File: src/rtl/uart_frame_rx_pkg.sv
package uart_frame_rx_pkg;

  typedef enum logic {
    RX_IDLE = 1'b0,
    RX_BUSY = 1'b1
  } rx_state_e;

  // Rounded integer ratio of system clock to oversample rate.
  function automatic int calc_div(input longint clk_hz, input longint baud, input int ovs);
    longint rate;
    rate = baud * ovs;
    return int'((clk_hz + rate / 2) / rate);
  endfunction

endpackage

File: src/rtl/rx_line_sync.sv
module rx_line_sync #(
  parameter int STAGES = 2
) (
  input  logic clk,
  input  logic rst_n,
  input  logic line_i,
  output logic line_s_o,
  output logic fall_o
);

  logic [STAGES-1:0] chain;
  logic              line_d;

  generate
    for (genvar g = 0; g < STAGES; g++) begin : g_stage
      if (g == 0) begin : g_first
        always_ff @(posedge clk or negedge rst_n) begin
          if (!rst_n) chain[0] <= 1'b1;
          else        chain[0] <= line_i;
        end
      end else begin : g_next
        always_ff @(posedge clk or negedge rst_n) begin
          if (!rst_n) chain[g] <= 1'b1;
          else        chain[g] <= chain[g-1];
        end
      end
    end
  endgenerate

  always_ff @(posedge clk or negedge rst_n) begin
    if (!rst_n) line_d <= 1'b1;
    else        line_d <= chain[STAGES-1];
  end

  assign line_s_o = chain[STAGES-1];
  assign fall_o   = line_d & ~chain[STAGES-1];

endmodule

File: src/rtl/rx_tick_div.sv
module rx_tick_div #(
  parameter int DIV = 27
) (
  input  logic clk,
  input  logic rst_n,
  input  logic clear_i,
  input  logic run_i,
  output logic tick_o
);

  localparam int DW = (DIV > 1) ? $clog2(DIV) : 1;
  localparam logic [DW-1:0] LAST = DW'(DIV - 1);

  logic [DW-1:0] cnt;

  always_ff @(posedge clk or negedge rst_n) begin
    if (!rst_n) begin
      cnt <= '0;
    end else if (clear_i || !run_i) begin
      cnt <= '0;
    end else if (cnt == LAST) begin
      cnt <= '0;
    end else begin
      cnt <= cnt + 1'b1;
    end
  end

  assign tick_o = run_i && !clear_i && (cnt == LAST);

endmodule

File: src/rtl/rx_frame_ctrl.sv
module rx_frame_ctrl
  import uart_frame_rx_pkg::*;
#(
  parameter int DATA_BITS  = 8,
  parameter int OVS        = 16,
  parameter bit PARITY_ODD = 1'b0,
  parameter int CNT_W      = 8
) (
  input  logic                 clk,
  input  logic                 rst_n,
  input  logic                 line_s_i,
  input  logic                 fall_i,
  input  logic                 tick_i,
  output logic                 start_o,
  output logic                 busy_o,
  output logic [DATA_BITS-1:0] data_o,
  output logic                 valid_o,
  output logic                 perr_o,
  output logic                 ferr_o,
  output logic [CNT_W-1:0]     cnt_o
);

  localparam int OVS_W     = $clog2(OVS);
  localparam int IDX_W     = CNT_W - OVS_W;
  localparam int PAR_IDX   = DATA_BITS + 1;
  localparam int STOP_IDX  = DATA_BITS + 2;
  localparam logic [OVS_W-1:0] MID_PRE = OVS_W'(OVS / 2 - 1);

  rx_state_e              state;
  logic [CNT_W-1:0]       cnt;
  logic [DATA_BITS-1:0]   shreg;
  logic                   par_acc;
  logic                   at_mid;
  logic [IDX_W-1:0]       bit_idx;

  assign start_o = (state == RX_IDLE) && fall_i;
  assign busy_o  = (state == RX_BUSY);
  assign at_mid  = tick_i && (cnt[OVS_W-1:0] == MID_PRE);
  assign bit_idx = cnt[CNT_W-1:OVS_W];

  always_ff @(posedge clk or negedge rst_n) begin
    if (!rst_n) begin
      state   <= RX_IDLE;
      cnt     <= '0;
      shreg   <= '0;
      par_acc <= 1'b0;
      data_o  <= '0;
      valid_o <= 1'b0;
      perr_o  <= 1'b0;
      ferr_o  <= 1'b0;
    end else begin
      valid_o <= 1'b0;
      unique case (state)
        RX_IDLE: begin
          cnt <= '0;
          if (fall_i) begin
            state   <= RX_BUSY;
            par_acc <= 1'b0;
          end
        end
        RX_BUSY: begin
          if (tick_i) cnt <= cnt + 1'b1;
          if (at_mid) begin
            if (bit_idx == '0) begin
              if (line_s_i) begin
                state <= RX_IDLE;
                cnt   <= '0;
              end
            end else if (int'(bit_idx) <= DATA_BITS) begin
              shreg   <= {line_s_i, shreg[DATA_BITS-1:1]};
              par_acc <= par_acc ^ line_s_i;
            end else if (int'(bit_idx) == PAR_IDX) begin
              par_acc <= par_acc ^ line_s_i;
            end else if (int'(bit_idx) == STOP_IDX) begin
              data_o  <= shreg;
              perr_o  <= par_acc ^ PARITY_ODD;
              ferr_o  <= ~line_s_i;
              valid_o <= 1'b1;
              state   <= RX_IDLE;
              cnt     <= '0;
            end
          end
        end
        default: state <= RX_IDLE;
      endcase
    end
  end

  assign cnt_o = cnt;

endmodule

File: src/rtl/uart_frame_rx.sv
module uart_frame_rx
  import uart_frame_rx_pkg::*;
#(
  parameter int  CLK_HZ      = 50_000_000,
  parameter int  BAUD        = 115_200,
  parameter int  OVS         = 16,
  parameter int  DATA_BITS   = 8,
  parameter bit  PARITY_ODD  = 1'b0,
  parameter int  SYNC_STAGES = 2,
  localparam int FRAME_BITS  = DATA_BITS + 3,
  localparam int FRAME_TICKS = FRAME_BITS * OVS,
  localparam int CNT_W       = $clog2(FRAME_TICKS + 1)
) (
  input  logic                 clk,
  input  logic                 rst_n,
  input  logic                 rxd_i,
  output logic [DATA_BITS-1:0] data_o,
  output logic                 data_valid_o,
  output logic                 parity_err_o,
  output logic                 frame_err_o,
  output logic [CNT_W-1:0]     frame_cnt_o
);

  localparam int DIV = calc_div(longint'(CLK_HZ), longint'(BAUD), OVS);

  logic line_s;
  logic fall;
  logic tick;
  logic start;
  logic busy;

  rx_line_sync #(.STAGES(SYNC_STAGES)) u_sync (
    .clk      (clk),
    .rst_n    (rst_n),
    .line_i   (rxd_i),
    .line_s_o (line_s),
    .fall_o   (fall)
  );

  rx_tick_div #(.DIV(DIV)) u_div (
    .clk     (clk),
    .rst_n   (rst_n),
    .clear_i (start),
    .run_i   (busy),
    .tick_o  (tick)
  );

  rx_frame_ctrl #(
    .DATA_BITS  (DATA_BITS),
    .OVS        (OVS),
    .PARITY_ODD (PARITY_ODD),
    .CNT_W      (CNT_W)
  ) u_ctrl (
    .clk      (clk),
    .rst_n    (rst_n),
    .line_s_i (line_s),
    .fall_i   (fall),
    .tick_i   (tick),
    .start_o  (start),
    .busy_o   (busy),
    .data_o   (data_o),
    .valid_o  (data_valid_o),
    .perr_o   (parity_err_o),
    .ferr_o   (frame_err_o),
    .cnt_o    (frame_cnt_o)
  );

endmodule

File: config.mk
export PLATFORM = sky130hd
export DESIGN_NAME = uart_frame_rx
export DESIGN_NICKNAME = d
export VERILOG_FILES = /design/src/rtl/uart_frame_rx_pkg.sv /design/src/rtl/rx_line_sync.sv /design/src/rtl/rx_tick_div.sv /design/src/rtl/rx_frame_ctrl.sv /design/src/rtl/uart_frame_rx.sv
export SDC_FILE = /design/constraint.sdc
export NUM_CORES = 1
export LEC_CHECK = 0
export ABC_CLOCK_PERIOD_IN_PS = 4570
export CAP_MARGIN = 25
export CORE_ASPECT_RATIO = 0.9
export CORE_UTILIZATION = 58
export DETAILED_ROUTE_END_ITERATION = 10
export GPL_TIMING_DRIVEN = 0
export PLACE_DENSITY = 0.83
export SYNTH_ARGS = -nofsm -noshare
export SYNTH_HDL_FRONTEND = slang
export SYNTH_HIERARCHICAL = 1
export SYNTH_SLANG_ARGS = --single-unit
File: constraint.sdc
create_clock -name clk -period 4.57 [get_ports clk]
set_input_delay 1.371 -clock clk [delete_from_list [all_inputs] [get_ports clk]]
set_output_delay 1.371 -clock clk [all_outputs]
set_load 0.01 [all_outputs]
# Yosys cells after proc, flatten, opt, wreduce, memory -nomap -nowiden
# Cells that the tools add are included.
[word_totals]
romBits = 0
output_inout_bits = 19
ff_bits = 37
memories = 0
latchBits = 0
mem_bits_rw = 0
wordCells = 71
[op_classes]
bitwise_logic = 7
n_reduce_logical = 11
div_mod_pow = 0
n_lt_le_gt_ge = 1
shifts = 0
n_mux = 30
n_eq_ne = 8
add_sub_neg = 2
multipliers = 0
[ops]
columns = ["op", "count"]
rows = [
  ["two-way mux 8 bit", 7],
  ["two-way mux 1 bit", 18],
  ["case mux 8 bit (2 select lines)", 1],
  ["two-way mux 5 bit", 2],
  ["adder 8 x 1 -> 8 bit, second input constant", 1],
  ["equality test 4 bit, second input constant", 2],
  ["AND reduction 4 bit", 2],
  ["AND reduction 6 bit", 1],
  ["adder 5 x 1 -> 5 bit, second input constant", 1],
  ["equality test 5 bit, second input constant", 1],
  ["NOT 1 bit", 5],
  ["equality test 4 x 3 -> 1 bit, second input constant", 1],
  ["<= comparator 4 bit, second input constant", 1],
  ["logical AND 1 bit", 4],
  ["zero test 4 bit", 1],
  ["inequality test 2 bit, second input constant", 2],
  ["case mux 1 bit (2 select lines)", 2],
  ["inequality test 3 bit, second input constant", 1],
  ["zero test 1 bit", 2],
  ["inequality test 2 x 1 -> 1 bit, second input constant", 1],
  ["AND 1 bit", 1],
  ["logical OR 1 bit", 1],
  ["XOR 1 bit", 1],
]

# Depth between registers and ports, before layout
# Gate-level depths: netlist (run 1).
[logic_depth]
depth_word = 13
ltp_mapped = 9
depth_no_buf = 7

# By module
# Netlist (run 1), hierarchy kept.
[modules_own_cells]
columns = ["mod", "area_each_um2", "n_inst", "cells_per_inst"]
rows = [
  ["rx_frame_ctrl", 1361.3, 1, 103],
  ["rx_tick_div", 236.5, 1, 21],
  ["rx_line_sync", 92.6, 1, 4],
]

# Worst setup path after synthesis (run 1)
# OpenSTA, ideal clock, no wires.
[synth_path]
path_type = "register to register"
from = "reg u_sync.chain[1] (netlist: u_sync/line_s_o)"
to = "reg u_ctrl.data_o[0]"
setup_slack_ps = 2237
n_path_buf = 2
path_stages_with_launch = 9
arrival_ps = 2208
t_required_ps = 4445
path_cell_list = "dfstp_2 nor2b_4 nor2b_1 nor3b_1 buf_2 nand4b_4 or4b_4 buf_6 mux2_4"
[synth_between]
elab_chain_len = 8
[synth_rtl]
columns = ["element", "line_no", "rtl"]
rows = [
  ["start: declaration", "rx_line_sync.sv:11", "logic [STAGES-1:0] chain;"],
  ["start signal: indexed assignment", "rx_line_sync.sv:24", "else chain[g] <= chain[g-1];"],
  ["NOT 1 bit", "rx_line_sync.sv:36", "assign fall_o = line_d & ~chain[STAGES-1];"],
  ["AND 1 bit", "rx_line_sync.sv:36", ""],
  ["net fall", "uart_frame_rx.sv:27", "logic fall;"],
  ["logical AND 1 bit", "rx_frame_ctrl.sv:36", "assign start_o = (state == RX_IDLE) && fall_i;"],
  ["net start", "uart_frame_rx.sv:29", "logic start;"],
  ["zero test 1 bit", "rx_tick_div.sv:28", "assign tick_o = run_i && !clear_i && (cnt == LAST);"],
  ["logical AND 1 bit (2 in series)", "rx_tick_div.sv:28", ""],
  ["net tick", "uart_frame_rx.sv:28", "logic tick;"],
  ["logical AND 1 bit", "rx_frame_ctrl.sv:38", "assign at_mid = tick_i && (cnt[OVS_W-1:0] == MID_PRE);"],
  ["AND reduction 6 bit (no line)", "n/a", ""],
  ["end signal: assignment", "rx_frame_ctrl.sv:75", "data_o <= shreg;"],
  ["end: declaration", "rx_frame_ctrl.sv:16", "output logic [DATA_BITS-1:0] data_o,"],
]
# The timed path passes the listed nets, and every way through them passes these cells.
# A chain may end at the register's enable or synchronous reset.

# Final worst setup path (run 1)
[layout_path]
from = "reg u_ctrl.cnt[6] (netlist: u_ctrl/cnt_o[6])"
to = "out frame_cnt_o[6]"
[layout_lines]
columns = ["element", "line_no", "rtl"]
rows = [
  ["start: declaration", "rx_frame_ctrl.sv:30", "logic [CNT_W-1:0] cnt;"],
  ["start signal: assignment", "rx_frame_ctrl.sv:62", "if (tick_i) cnt <= cnt + 1'b1;"],
  ["end: declaration", "uart_frame_rx.sv:21", "output logic [CNT_W-1:0] frame_cnt_o"],
]
# No word-level cell between the ends.

==> qor.csv, run 1 <==
metric;value;unit
relSlewSlack;48.2;%
finalHoldViolations;0;
dieArea;3130;um^2
antenna_found_initial;0;
synth_edf_count;0;
final_max_slew_viol_count;0;
worstPathRequired;3.20;ns
grt_max_degree;38;
worstReg2RegEnd;u_ctrl/data_o[5];
holdPathStages;0;
tightestPinTransition;0.777;ns
crit_slowest_cell;clkdlybuf4s50_1;
num_rows;18;
synth-async-reset-ratio;100;%
tns;0;ns
drive_above_1_share;25.5;%
crit_fanout;9;
min_from;u_sync/chain[0];
via_per_inst;5.50;
clockRootBuffer;clkbuf_4;
post-route-period-util;61.9;%
die_w;58.9;um
cts.clk_slew.worst_paths;0.11;ns
dr.pass1.iters;4;
place.gp.congestion;0.818;
die_h;53.2;um
overflow;0;
hold_end;u_sync/line_s_o;
ys_top_cells_by_count;dfrtp_1 (34), mux2_2 (9), nor2_1 (9);
portBuffers;21;
reg2reg_depth;9;
synth_area_leader_cell;dfrtp_1;
cts.path.max_buffers;2;
fin_crit;2.83;ns
fin_worst_skew;0.00642;ns
r2r_slack;2.07;ns
nFillCells;216;
avgSynthCellArea;13.2;um^2
core-area;2750;um^2
clock-sinks;37;
p_total;0.000659;W
yosys-top-cells-area;dfrtp_1 (50%), mux2_4 (7.1%), mux2_2 (6.0%);
setup_violations;0;
path_cells;clkdlybuf4s50_1;
yosysTopAreaCellShare;50.3;%
r2r_start;u_div/cnt[0];
nets;162;
start_util;61.5;%
synth_nets;134;
drc;0;
rsz0062_at_grt;false;
ir_worst_vdd;0.232;mV
stdcell_count;197;
grt_pass1_wl;4.46;mm
place_inst;189;
num_vias;1083;
dp_hpwl;1.93;mm
drt-initial-drc-count;15;
cts_tree;done;
syn_area;1690;um^2
cts_buffers;5;
synth.most_common_cell;dfrtp_1;
syn_inst;128;
worstSkewPairLatency;0.33;ns
worstSetupEndpointType;output port;
ys_seq_area_share;55.0;%
final.setup.worst_slack;1.74;ns
ioPinCount;22;
post_cts_resized;0;
status;complete, no violations;
totalWireLength;2.79;mm
h-tree-depth;2;
crit_type;register to output port;
critPathTopFamily;buffers and inverters;
hold_path_class;register to register;
ys_types;41;
final_antenna_net_count;0;
cp-start-kind;register;
synth_flop_cell;dfrtp_1;
synth-warning-count;6;
pre_cts_ws;2.09;ns
diodes;0;
grt_usage;20.1;%
cp_num_buf_inv;1;
max_freq;354;MHz
max-cap-violations;0;
routedWlPerCell;14.2;um
fin_worst_hold_slack;0.364;ns
syn_to_final_growth;18.4;%
ctsHoldBuffers;0;
post_cts_buffers;0;
synth-seq-cells;37;
slowest_delay;0.60;ns
p_leak;0.976;nW
grt_pass1_vias;1083;
power_per_cell_area;329;nW/um^2
crit_arrival;1.46;ns
==> through the flow <==
| step | cell area [um^2] | utilization (%) |
|---|---|---|
| floorplan | 1690 | - |
| global placement | 1950 | 71.0 |
| detailed placement | 1950 | 70.8 |
| CTS | 2000 | 72.9 |
| global route | 2000 | 72.9 |
| finish | 2000 | 72.9 |
==> worst max-delay path by stage <==
stage	cells past startpoint	from	slack (ns)	end
floorplan	8	u_sync/line_s_o	2.24	u_ctrl/data_o[0]
global placement	1	rst_n	1.42	u_div/cnt[1]
detailed placement	9	u_div/cnt[0]	2.09	u_ctrl/data_o[5]
CTS	1	u_ctrl/cnt_o[6]	1.73	frame_cnt_o[6]
global route	1	u_ctrl/cnt_o[6]	1.68	frame_cnt_o[6]
finish	1	u_ctrl/cnt_o[6]	1.74	frame_cnt_o[6]
==> cell type report <==
| cell class | instances | area, um^2 | share of cell area (%) |
|---|---|---|---|
| well taps | 40 | 50.0 | 2.50 |
| clock buffers | 6 | 41.3 | 2.06 |
| plain buffers | 5 | 30.0 | 1.50 |
| inverters | 4 | 15.0 | 0.750 |
| multi-input cells | 82 | 716 | 35.7 |
| flip-flops and latches | 37 | 930 | 46.4 |
| clock inverters | 2 | 15.0 | 0.750 |
| repair buffers | 21 | 205 | 10.3 |
==> cell usage in the layout (no fill, tap or decap), drive strengths merged <==
master	count
nor2	9
and2	1
nand4	5
nand2	3
nand3b	2
inv	4
nor3	3
and3b	2
clkbuf	9
or3	3
a21boi	1
a221oi	1
nand3	4
dfstp	3
nand4b	2
a211oi	2
dfrtp	34
mux2i	2
buf	3
or4b	1
mux2	17
a21oi	2
clkinvlp	2
ha	3
nor2b	2
xor2	5
clkdlybuf4s50	20
and4b	1
a2111oi	1
o31ai	1
nor3b	1
o21ai	4
or4	1
xnor2	2
or3b	1
==> per-layer routing <==
layer | up-vias | share of wire (%) | global-route usage, %
li1 | 512 | - | -
met1 | 543 | 46 | 23.7
met2 | 24 | 49 | 32.6
met3 | 4 | 4.0 | 6.11
met4 | 0 | 1.4 | 11.5
met5 | - | 0 | 0
==> state kept, by name (all words and copies together), names as in the netlist, 5 cells and up <==
register,flops
u_ctrl/data_o,8
u_ctrl/cnt_o,8
u_div/cnt,5
u_ctrl/shreg,8
==> report_power, final <==
group | internal (W) | total (W) | leakage [nW] | switching [W]
logic | 0.0000509 | 0.000103 | 0.462 | 0.0000524
clock network | 0.0000601 | 0.000165 | 0.0245 | 0.000105
registers | 0.000360 | 0.000390 | 0.489 | 0.0000300
total | 0.000471 | 0.000659 | 0.976 | 0.000188
==> kinds of logic after synthesis <==
family / count (synthesis) / share of synthesized area (%)
multiplexers: 19 / 14.3
AO/OA/AOI/OAI: 12 / 5.70
AND/OR/NAND/NOR: 41 / 16.5
buffers and inverters: 9 / 2.66
flip-flops: 37 / 55.0
adder cells (fa/ha/maj): 3 / 2.22
XOR/XNOR: 7 / 3.63
No activity file was read; power rests on OpenSTA's default activity.
==> run 2, diff against run 1 <==
ABC_CLOCK_PERIOD_IN_PS = 2400   (was 4570)
CORE_UTILIZATION = 48   (was 58)
PLACE_DENSITY = 0.74   (was 0.83)
clock period = 2.4 ns   (was 4.57 ns; I/O delays follow)
==> run 2 against run 1 <==
Cell area is 8.3% higher. Non-clock buffer count is 8 higher. Worst setup slack got worse by 1.7 ns. Count of clock-buffer cells in the layout is 1 lower. Worst hold slack worse by 0.0030 ns. Register-to-register slack got worse by 2.0 ns.
==> qor.csv, run 2 (synthesis gave the netlist of run 1 again) <==
metric;value;unit;change
num_vias;1150;;+6.2%
syn_to_final_growth;28.3;%;
pre_cts_ws;-0.0986;ns;-2.18 ns
crit_type;register to register;;
rsz0062_at_grt;true;;
worstSetupEndpointType;register;;
status;complete, no violations;;
utilization;64.2;%;-8.7 points
relSlewSlack;46.6;%;-1.6 points
num_rows;20;;+2
setup_violations;0;;unchanged
drive_above_1_share;30.3;%;+4.8 points
fin_crit;2.37;ns;
place.gp.congestion;0.873;;+6.7%
slowest_delay;0.58;ns;-0.02 ns
crit_arrival;2.55;ns;+1.09 ns
path_cells;nor2b_4, nor2b_1, nor3b_2, buf_4, nand4b_4, or4b_4, clkbuf_16, mux2_4;;
grt_max_degree;38;;unchanged
die_w;64.6;um;+9.6%
start_util;50.0;%;-11 points
cts.path.max_buffers;2;;unchanged
cp-start-kind;register;;
dieArea;3760;um^2;+20%
cts.clk_slew.worst_paths;0.07;ns;-0.04 ns
crit_slowest_cell;dfstp_2;;
mostFrequentLayoutCells;dfrtp_1 (34), clkdlybuf4s50_1 (20), nor2_1 (9), mux2_2 (9);;
portBuffers;21;;unchanged
cts_buffers;5;;unchanged
routedWlPerCell;14.6;um;+2.6%
final_common_cell;dfrtp_1;;
h-tree-depth;2;;unchanged
clockRootBuffer;clkbuf_8;;
totalWireLength;3.04;mm;+8.9%
via_per_inst;5.50;;about the same
power_per_cell_area;692;nW/um^2;+110%
cp_num_buf_inv;2;;+1
ioPinCount;22;;unchanged
grt_pass1_wl;5.03;mm;+13%
ir_worst_vdd;0.479;mV;+110%
core-area;3380;um^2;+23%
final.setup.worst_slack;0.0324;ns;-1.71 ns
final_antenna_net_count;0;;unchanged
nFillCells;274;;+27%
post-route-period-util;98.6;%;
critPathTopFamily;simple AND/OR/NAND/NOR gates;;
max_freq;422;MHz;
worstPathRequired;2.58;ns;-0.62 ns
antenna_found_initial;0;;unchanged
crit_fanout;5;;-4
worstSkewPairLatency;0.29;ns;-0.04 ns
drc;0;;unchanged
die_h;58.3;um;+9.6%
nets;170;;+4.9%
hold_path_class;register to register;;
diodes;0;;unchanged
ctsHoldBuffers;0;;unchanged
fin_worst_skew;0.00389;ns;-0.00252 ns
cts_tree;done;;
max-cap-violations;0;;unchanged
overflow;0;;unchanged
grt_pass1_vias;1141;;+5.4%
finalHoldViolations;0;;unchanged
clock-sinks;37;;unchanged
final_max_slew_viol_count;0;;unchanged
drt-initial-drc-count;28;;+13
dr.pass1.iters;4;;unchanged
dp_hpwl;1.97;mm;+2.1%
p_leak;1.06;nW;+8.6%
grt_usage;18.1;%;-2.0 points
tightestPinTransition;0.801;ns;+0.0233 ns
run 2: where the power goes:
group          total [W]  leakage, nW  internal, W  switching, W
clock network   0.000537       0.0543     0.000311      0.000226
logic           0.000223        0.516     0.000116      0.000107
registers       0.000741        0.489     0.000686     0.0000553
total            0.00150         1.06      0.00111      0.000389
run 2: worst register-to-register path: stages, from the launching register on:
cell,delay [ns]
dfstp_2,0.58
nor2b_4,0.05
nor2b_1,0.15
nor3b_2,0.17
buf_4,0.15
nand4b_4,0.13
or4b_4,0.56
clkbuf_16,0.19
mux2_4,0.29
run 2: worst paths after layout:
check,from,to,slack (ns),depth (start not counted)
max,u_sync/line_s_o,u_ctrl/data_o[4],0.03,8
min,u_sync/chain[0],u_sync/line_s_o,0.36,0
max reg2reg,u_sync/line_s_o,u_ctrl/data_o[4],0.03,8
min reg2reg,u_sync/chain[0],u_sync/line_s_o,0.36,0
max in group asynchronous,rst_n,u_ctrl/data_o[1],1.38,1
min in group asynchronous,rst_n,u_ctrl/data_o[2],0.51,1
run 2: per-stage QoR:
step                hold WS, ns  cells  cell area (um^2)  TNS (ns)  power, W
detailed placement        0.349    193              1950    -0.712  0.000955
CTS                       0.362    203              2080         0   0.00151
finish                    0.361    209              2170         0   0.00150
floorplan                 0.345    128              1690         0  0.000877
global route              0.366    209              2170    -0.660   0.00159
global placement          0.346    193              1960     -5.53  0.000935
run 2: final cells by class:
cell class / count / area [um^2] / share of cell area, %
repair buffers: 29 / 283 / 13.0
flip-flops and latches: 37 / 930 / 42.9
multi-input cells: 82 / 729 / 33.6
clock inverters: 3 / 46.3 / 2.14
clock buffers: 5 / 68.8 / 3.17
inverters: 4 / 15.0 / 0.692
plain buffers: 5 / 41.3 / 1.90
well taps: 44 / 55.1 / 2.54
run 2: what timing repair did:
| item | 4_1_cts | 5_1_grt |
|---|---|---|
| setup buffers | 2 | 5 |
| endpoints found under the setup margin | 8 | 17 |
| pin swaps | 1 | 1 |
| gates cloned | 0 | 1 |
| resized for setup | 1 | 4 |
run 2: per-layer routing:
| layer | vias up | GRT usage, % | share of wire, % |
|---|---|---|---|
| li1 | 531 | - | - |
| met5 | - | 0 | 0 |
| met2 | 21 | 31.7 | 51 |
| met4 | 0 | 3.81 | 0 |
| met1 | 598 | 20.6 | 45 |
| met3 | 0 | 8.14 | 3.7 |
